<file path="src/rtl/sr_corr_pkg.sv">
package sr_corr_pkg;
  typedef struct packed {
    logic hit;   // value was clamped
    logic high;  // clamp side: 1 = top of scale
  } clamp_flags_t;
endpackage

</file>
<file path="src/rtl/sr_coarse_hold.sv">
module sr_coarse_hold #(
  parameter int CODE_W = 7
) (
  input  logic              clk,
  input  logic              rst_n,
  input  logic              load,
  input  logic [CODE_W-1:0] load_code,
  input  logic              consume,
  output logic [CODE_W-1:0] held_code,
  output logic              held_ok
);
  logic [CODE_W-1:0] code_nxt;
  logic              ok_nxt;

  always_comb begin
    code_nxt = held_code;
    ok_nxt   = held_ok;
    if (consume) ok_nxt = 1'b0;
    if (load) begin
      code_nxt = load_code;
      ok_nxt   = 1'b1;
    end
  end

  always_ff @(posedge clk or negedge rst_n) begin
    if (!rst_n) begin
      held_code <= '0;
      held_ok   <= 1'b0;
    end else begin
      held_code <= code_nxt;
      held_ok   <= ok_nxt;
    end
  end
endmodule

</file>
<file path="src/rtl/sr_combine.sv">
module sr_combine #(
  parameter int CODE_W     = 7,
  parameter int GAIN_SHIFT = 5,
  parameter int OFFSET     = 48,
  parameter int SUM_W      = 14
) (
  input  logic [CODE_W-1:0]       coarse,
  input  logic [CODE_W-1:0]       fine,
  output logic signed [SUM_W-1:0] sum
);
  logic signed [SUM_W-1:0] coarse_w;
  logic signed [SUM_W-1:0] fine_w;
  logic signed [SUM_W-1:0] offs_w;

  always_comb begin
    coarse_w = SUM_W'(coarse);
    coarse_w = coarse_w <<< GAIN_SHIFT;
    fine_w   = SUM_W'(fine);
    offs_w   = SUM_W'(OFFSET);
    sum      = coarse_w + fine_w - offs_w;
  end
endmodule

</file>
<file path="src/rtl/sr_clamp.sv">
module sr_clamp
  import sr_corr_pkg::*;
#(
  parameter int SUM_W = 14,
  parameter int OUT_W = 12
) (
  input  logic signed [SUM_W-1:0] sum,
  output logic [OUT_W-1:0]        code,
  output clamp_flags_t            flags
);
  localparam logic signed [SUM_W-1:0] TOP = SUM_W'((1 << OUT_W) - 1);

  always_comb begin
    code       = sum[OUT_W-1:0];
    flags.hit  = 1'b0;
    flags.high = 1'b0;
    if (sum < 0) begin
      code       = '0;
      flags.hit  = 1'b1;
    end else if (sum > TOP) begin
      code       = '1;
      flags.hit  = 1'b1;
      flags.high = 1'b1;
    end
  end
endmodule

</file>
<file path="src/rtl/subrange_corrector.sv">
module subrange_corrector
  import sr_corr_pkg::*;
#(
  parameter int CODE_W     = 7,
  parameter int GAIN_SHIFT = 5,
  parameter int OFFSET     = 48,
  parameter int OUT_W      = 12
) (
  input  logic              clk,
  input  logic              rst_n,
  input  logic              coarse_stb,
  input  logic [CODE_W-1:0] coarse_code,
  input  logic              fine_stb,
  input  logic [CODE_W-1:0] fine_code,
  output logic [OUT_W-1:0]  result,
  output logic              ovf,
  output logic              ovf_pos,
  output logic              valid
);
  localparam int SUM_W = CODE_W + GAIN_SHIFT + 2;

  logic [CODE_W-1:0]       held_code;
  logic                    held_ok;
  logic                    accept;
  logic signed [SUM_W-1:0] sum;
  logic [OUT_W-1:0]        clamp_code;
  clamp_flags_t            clamp_fl;

  logic [OUT_W-1:0] result_nxt;
  logic             ovf_nxt, pos_nxt;

  assign accept = fine_stb & held_ok;

  sr_coarse_hold #(.CODE_W(CODE_W)) u_hold (
    .clk       (clk),
    .rst_n     (rst_n),
    .load      (coarse_stb),
    .load_code (coarse_code),
    .consume   (accept),
    .held_code (held_code),
    .held_ok   (held_ok)
  );

  sr_combine #(
    .CODE_W(CODE_W), .GAIN_SHIFT(GAIN_SHIFT), .OFFSET(OFFSET), .SUM_W(SUM_W)
  ) u_comb (
    .coarse (held_code),
    .fine   (fine_code),
    .sum    (sum)
  );

  sr_clamp #(.SUM_W(SUM_W), .OUT_W(OUT_W)) u_clamp (
    .sum   (sum),
    .code  (clamp_code),
    .flags (clamp_fl)
  );

  always_comb begin
    result_nxt = result;
    ovf_nxt    = ovf;
    pos_nxt    = ovf_pos;
    if (accept) begin
      result_nxt = clamp_code;
      ovf_nxt    = clamp_fl.hit;
      pos_nxt    = clamp_fl.high;
    end
  end

  always_ff @(posedge clk or negedge rst_n) begin
    if (!rst_n) begin
      result  <= '0;
      ovf     <= 1'b0;
      ovf_pos <= 1'b0;
      valid   <= 1'b0;
    end else begin
      result  <= result_nxt;
      ovf     <= ovf_nxt;
      ovf_pos <= pos_nxt;
      valid   <= accept;
    end
  end
endmodule

</file>
<file path="config.mk">
export PLATFORM = sky130hd
export DESIGN_NAME = subrange_corrector
export DESIGN_NICKNAME = d
export VERILOG_FILES = /design/src/rtl/sr_corr_pkg.sv /design/src/rtl/sr_coarse_hold.sv /design/src/rtl/sr_combine.sv /design/src/rtl/sr_clamp.sv /design/src/rtl/subrange_corrector.sv
export SDC_FILE = /design/constraint.sdc
export NUM_CORES = 1
export LEC_CHECK = 0
export BUFFER_PORTS_ARGS = -buffer_cell sky130_fd_sc_hd__buf_2
export CAP_MARGIN = 30
export CORE_MARGIN = 4
export CORE_UTILIZATION = 55
export DETAILED_ROUTE_END_ITERATION = 10
export GPL_TIMING_DRIVEN = 1
export PLACE_DENSITY = 0.92
export SETUP_SLACK_MARGIN = 0.4
export SLEW_MARGIN = 20
export SYNTH_ARGS = -nofsm -noshare
export SYNTH_HDL_FRONTEND = slang
export SYNTH_SLANG_ARGS = --single-unit
export TNS_END_PERCENT = 100
</file>
<file path="constraint.sdc">
create_clock -name clk -period 4.45 [get_ports clk]
set_clock_uncertainty 0.15 [all_clocks]
set_input_delay 0.6675 -clock clk [delete_from_list [all_inputs] [get_ports clk]]
set_output_delay 0.6675 -clock clk [all_outputs]
set_load 0.005 [all_outputs]
</file>
==> flow_summary.ini, run 1 <==
[worst_setup_path]
critPathKind = input pin to flop
worstPathArrival_ns = 2.79
slowest_stage = a2111oi_0
r2r-start = u_hold.held_code[1]
path_max_fanout = 14
path_depth = 10
reg2reg_depth = 9
endpoint = result[11]
cp_top_family = compound AO/OA/AOI/OAI gates
startpoint_type = input pin
required_ns = 4.50
crit_start = fine_code[6]
cp_num_buf_inv = 3
critPathMaxStageDelay_ns = 0.55
r2r-end = result[11]
r2r_setup_slack_ns = 1.78
cp_cell_sequence = buf_2 -> inv_1 -> ha_1 -> inv_1 -> ha_1 -> a211oi_1 -> o21bai_2 -> nand4_1 -> a2111oi_0 -> nor3_1
end_kind = flop

[route]
vias_per_cell = 5.38
drt_iter0_markers = 29
vias = 1059
routedWlPerCell_um = 12.8
antenna_left = 0
routed_wl_mm = 2.52
drc = 0
drtPass1Iterations = 4

[cells_and_area]
fin_nets = 200
final_util_pct = 66.7
fin_area_um2 = 1480
drive_gt1_share_pct = 23.1
n_antenna_cell = 0
fin_cells = 197
fillers = 198
area.growth.synth_to_final_pct = 15.8

[floorplanning]
boundaryPins = 33
rows = 17
die-area_um2 = 3150
initial_utilization_pct = 57.6
die_h_um = 56.1
core_area_um2 = 2210
dieWidth_um = 56.1

[clocking]
clock_sinks = 23
worstSkewPairLatency_ns = 0.31
cts_hold_buf = 0
cts_buffers = 3
root_buffer = clkbuf_4
path_clk_slew_ns = 0.13
clockBufferDepth = 2
cts_tree = yes
htreeDepth = 1
post-cts-setup-buffer-count = 0
cts_resized = 0

[timing]
final_hold_viol_count = 0
slew_viol_final = 0
rsz0062_at_grt = false
fin_crit_sh_pct = 61.6
setup_ws_ns = 1.71
slew-limit-headroom_pct = 65.7
setup_viol = 0
max_slew.worst_pin.slew_ns = 0.513
period_minus_slack_ns = 2.74
whs_ns = 0.143
fin_tns_setup_ns = 0
fmax_mhz = 365

[logic_synthesis]
synth_seq_cells = 23
syn_nets = 168
avgSynthCellArea_um2 = 9.23
synthDistinctLibCells = 26
synth.yosys.seq_area_share_pct = 45.2
ys_warn_count = 0
syn_area_um2 = 1270
synthCells = 138
synth_ff_type = dfrtp_1
synth_edf_count = 0
async_flop_share_pct = 100

[grt]
grt_pass1_vias = 1033
antenna_found_initial = 0
grt_use_total_pct = 17.4
grt_max_degree = 24
grt_overflow = 0
grt_pass1_wl_mm = 4.36

[min_path]
min_path_type = input pin to async pin

[placement]
dp_cells = 193
numPortBuffers = 32
dp_hpwl_mm = 2.00
place_area_um2 = 1450
place_congestion = 0.825
pre_cts_ws_ns = 1.36

[pwr]
peakVddDrop_mv = 0.246
cellPowerDensity_nw_per_um2 = 382
p_leak_nw = 0.770
total_power_uw = 564

[outcome]
outcome = completed

[job]
maxCapViolCount = 0
-- flip-flops by register name (all words and copies together), names as in the netlist --
| name | count |
|---|---|
| ovf_pos | 1 |
| valid | 1 |
| u_hold.held_code | 7 |
| u_hold.held_ok | 1 |
| result | 12 |
| ovf | 1 |
-- where the power goes --
group	switching, mW	total, mW	internal [mW]
clock	0.0614	0.0950	0.0336
sequential	0.0204	0.270	0.250
combinational	0.109	0.199	0.0896
-- Yosys cell counts, types with 2 or more instances --
master	number	share of area, %
clkbuf_1	3	0.88
nor2_1	2	0.59
nand2_1	23	6.8
ha_1	11	11
inv_1	14	4.1
dfrtp_1	23	45
xnor2_1	2	1.4
buf_2	2	0.79
xor2_1	2	1.4
a21oi_1	16	6.3
o21ai_0	21	8.3
a21o_1	5	2.9
-- logic make-up after synthesis --
family                     synth area share [%]
DFF                                        45.2
and+or+nand+nor                            8.74
muxes                                     0.884
adders and majority gates                  12.4
buffers and inverters                      5.80
xor gates and xnor gates                   2.75
AOI/OAI and AO/OA                          24.3
-- how the worst min path moves through the flow --
stage / depth (start not counted) / slack, ns / end / startpoint
after floorplan: 0 / 0.22 / ovf / rst_n
after global placement: 1 / 0.31 / u_hold.held_ok / u_hold.held_ok
after detailed placement: 2 / 0.32 / result[1] / result[1]
after CTS: 1 / 0.15 / result[5] / rst_n
after global routing: 1 / 0.17 / result[2] / rst_n
final: 1 / 0.14 / result[5] / rst_n
-- cell type report --
cell class,count,area [µm²],area share (%)
repair buffers,32,160,10.9
flip-flops and latches,23,576,39.0
multi-input cells,96,624,42.3
well taps,28,35.0,2.37
inverters,14,52.6,3.56
clock inverters,1,5.00,0.339
clock buffers,3,22.5,1.53
-- layer usage --
layer / wire length [µm] / vias to the layer above / GRT usage, %
li1: - / 534 / -
met1: 1070 / 488 / 21.1
met2: 1260 / 32 / 29.5
met3: 161 / 5 / 4.18
met4: 34 / 0 / 6.78
met5: 0 / - / 0
-- placed cells by master, fill, tap and decap left out, drive strengths merged --
cell type and instances:
xnor2 2, nor3 1, ha 11, o22ai 1, buf 32, nand4 1, nor2b 1, o21bai 1
a2111oi 2, clkinv 1, mux2 1, clkbuf 3, a21boi 1, xor2 2, a21oi 16, o21a 1
a211oi 1, inv 14, o221a 1, fa 1, o21ai 21, a21o 5, nand2 23, nor2 2
dfrtp 23, o211ai 1
Note: power is estimated with default switching activity, not from simulation.
==> run 2, diff against run 1 <==
--- a/config.mk
+++ b/config.mk
@@ -5,13 +5,14 @@
 export SDC_FILE = /design/constraint.sdc
 export NUM_CORES = 1
 export LEC_CHECK = 0
+export ABC_AREA = 1
 export BUFFER_PORTS_ARGS = -buffer_cell sky130_fd_sc_hd__buf_2
 export CAP_MARGIN = 30
 export CORE_MARGIN = 4
-export CORE_UTILIZATION = 55
+export CORE_UTILIZATION = 52
 export DETAILED_ROUTE_END_ITERATION = 10
 export GPL_TIMING_DRIVEN = 1
-export PLACE_DENSITY = 0.92
+export PLACE_DENSITY = 0.87
 export SETUP_SLACK_MARGIN = 0.4
 export SLEW_MARGIN = 20
 export SYNTH_ARGS = -nofsm -noshare
==> constraint.sdc (replaced) <==
create_clock -name clk -period 2.6 [get_ports clk]
set_clock_uncertainty 0.15 [all_clocks]
set_input_delay 0.39 -clock clk [delete_from_list [all_inputs] [get_ports clk]]
set_output_delay 0.39 -clock clk [all_outputs]
set_load 0.005 [all_outputs]
==> run 2 against run 1 <==
Synthesized area up 7.9%. Utilization up 0.43 points. Critical path depth unchanged. Synthesized cell count up 22%. Final area up 14%. Sequential cell count unchanged. Global-route usage down 0.25 points. First-iteration DRC count down 31%. Setup slack worse by 1.3 ns. Count of clock-buffer cells in the layout unchanged. Non-clock buffer count up 5. Via count up 9.1%. Largest power group unchanged.
==> flow_summary.ini, run 2 <==
[placement]
dp_hpwl_mm = 2.03
numPortBuffers = 32
place_congestion = 0.762

[floorplanning]
dieWidth_um = 59.4
initial_utilization_pct = 55.0
die_h_um = 59.4
boundaryPins = 33
core_area_um2 = 2500
rows = 18
die-area_um2 = 3530

[timing]
slew_viol_final = 0
setup_viol = 0
max_slew.worst_pin.slew_ns = 0.585
fin_tns_setup_ns = 0
fin_crit_sh_pct = 82.7
rsz0062_at_grt = false
period_minus_slack_ns = 2.15
final_hold_viol_count = 0
slew-limit-headroom_pct = 60.9
fmax_mhz = 465

[route]
drc = 0
drt_iter0_markers = 20
drtPass1Iterations = 4
routed_wl_mm = 2.73
vias_per_cell = 4.89
vias = 1155
antenna_left = 0
routedWlPerCell_um = 11.6

[pwr]
p_leak_nw = 0.954
cellPowerDensity_nw_per_um2 = 624
peakVddDrop_mv = 0.365
total_power_mw = 1.05

[clocking]
clockBufferDepth = 2
clock_sinks = 23
cts_tree = yes
cts_buffers = 3
htreeDepth = 1
worstSkewPairLatency_ns = 0.32
path_clk_slew_ns = 0.14
root_buffer = clkbuf_4

[worst_setup_path]
r2r-end = result[2]
startpoint_type = flop
crit_start = u_hold.held_code[0]
worstPathArrival_ns = 2.21
end_kind = flop
reg2reg_depth = 10
path_max_fanout = 7
r2r-start = u_hold.held_code[0]
r2r_setup_slack_ns = 0.45
endpoint = result[2]
required_ns = 2.66
critPathKind = flop to flop

[cells_and_area]
fin_nets = 237
largest_register = result
final_cell_mix = nand2_1, buf_2, inv_1, dfrtp_1
area.growth.synth_to_final_pct = 22.1
final_common_cell = nand2_1
largest_register_ffs = 12
n_antenna_cell = 0
reg.largest.list = result: 12 flops, u_hold.held_code: 7 flops
drive_gt1_share_pct = 29.6

[logic_synthesis]
syn_area_um2 = 1370
async_flop_share_pct = 100
synth_ff_type = dfrtp_1
syn_nets = 198
synth_top_area_cell = dfrtp_1
synthDistinctLibCells = 21
synth.yosys.seq_area_share_pct = 41.9
synth_top_area_share_pct = 41.9
avgSynthCellArea_um2 = 8.18
synthCells = 168
netlist_top_cells_count = nand2_1, dfrtp_1, inv_1, ha_1, nand3_2
synth_edf_count = 0
ys_warn_count = 0
synth_area_leaders = dfrtp_1, nand2_1, ha_1
synth_seq_cells = 23
yosys.cell_count.top_type = nand2_1

[grt]
antenna_found_initial = 0
grt_use_total_pct = 17.1
grt_pass1_vias = 1109
grt_overflow = 0
grt_pass1_wl_mm = 4.66
grt_max_degree = 24

[job]
maxCapViolCount = 0

[min_path]
min_path_type = input pin to flop

[outcome]
outcome = completed
## run 2: critical path, stage by stage (launching register included)
cell and delay [ns]:
dfrtp_1 0.43, ha_4 0.23, ha_2 0.19, fa_2 0.42, nand2_2 0.09, nand2_2 0.06, nand2_2 0.09, a21oi_4 0.07
buf_6 0.17, nand2_8 0.08, nand3_1 0.08
## run 2: stage by stage
step | util (%) | std cells | hold slack [ns] | setup slack [ns] | instance area [µm²]
2_1_floorplan | - | 168 | -0.0556 | 0.433 | 1370
3_3_place_gp | 61.7 | 226 | 0.230 | 0.129 | 1540
3_5_place_dp | 61.7 | 226 | 0.236 | 0.0541 | 1540
4_1_cts | 63.9 | 232 | 0.115 | 0.409 | 1600
5_1_grt | 67.1 | 236 | 0.119 | 0.359 | 1680
6_report | 67.1 | 236 | 0.114 | 0.450 | 1680
## run 2: where the power goes
| part | internal (mW) | switching [mW] |
|---|---|---|
| logic | 0.180 | 0.225 |
| clock network | 0.0575 | 0.113 |
| registers | 0.432 | 0.0394 |
| total | 0.670 | 0.377 |
## run 2: worst min path at each step
stage / from / end / slack (ns) / depth (start not counted)
floorplan: rst_n / ovf / -0.06 / 0
global placement: rst_n / result[5] / 0.23 / 1
detailed placement: rst_n / result[5] / 0.24 / 1
CTS: fine_stb / u_hold.held_ok / 0.12 / 2
global route: coarse_code[6] / u_hold.held_code[6] / 0.12 / 3
finish: fine_stb / u_hold.held_ok / 0.11 / 2
## run 2: cell type report
cell class	count	area, µm²
well taps	30	37.5
multi-input cells	118	739
inverters	24	90.1
repair buffers	37	208
flip-flops and latches	23	576
clock buffers	3	22.5
fillers	219	822
clock inverters	1	5.00
## run 2: per-layer routing
| metal | routed length [µm] | global-route usage, % | share of wire [%] | up-vias |
|---|---|---|---|---|
| li1 | - | - | - | 595 |
| met1 | 1190 | 20.6 | 44 | 521 |
| met2 | 1340 | 30.7 | 49 | 34 |
| met3 | 175 | 3.27 | 6.4 | 5 |
| met4 | 29 | 4.85 | 1.1 | 0 |
| met5 | 0 | 0 | 0 | - |
## run 2: logic make-up (layout without fill, tap and decap cells)
logic type      after synthesis  after routing  synth area share, %
simple gates                 92             93                 31.5
buf+inv                      28             65                 8.74
flops                        23             23                 41.9
fa+ha+maj                    12             12                 11.5
compound gates               10             10                 4.46
xor+xnor                      3              3                 1.91
## run 2: repair_timing
action | 4_1_cts | 5_1_grt
hold buffers | 1 | 0
pin swaps | 1 | 2
setup buffers | 0 | 4
gates cloned | 1 | 0
hold endpoints to repair | 23 | 0
gates resized for setup | 3 | 9
setup endpoints to repair | 13 | 13
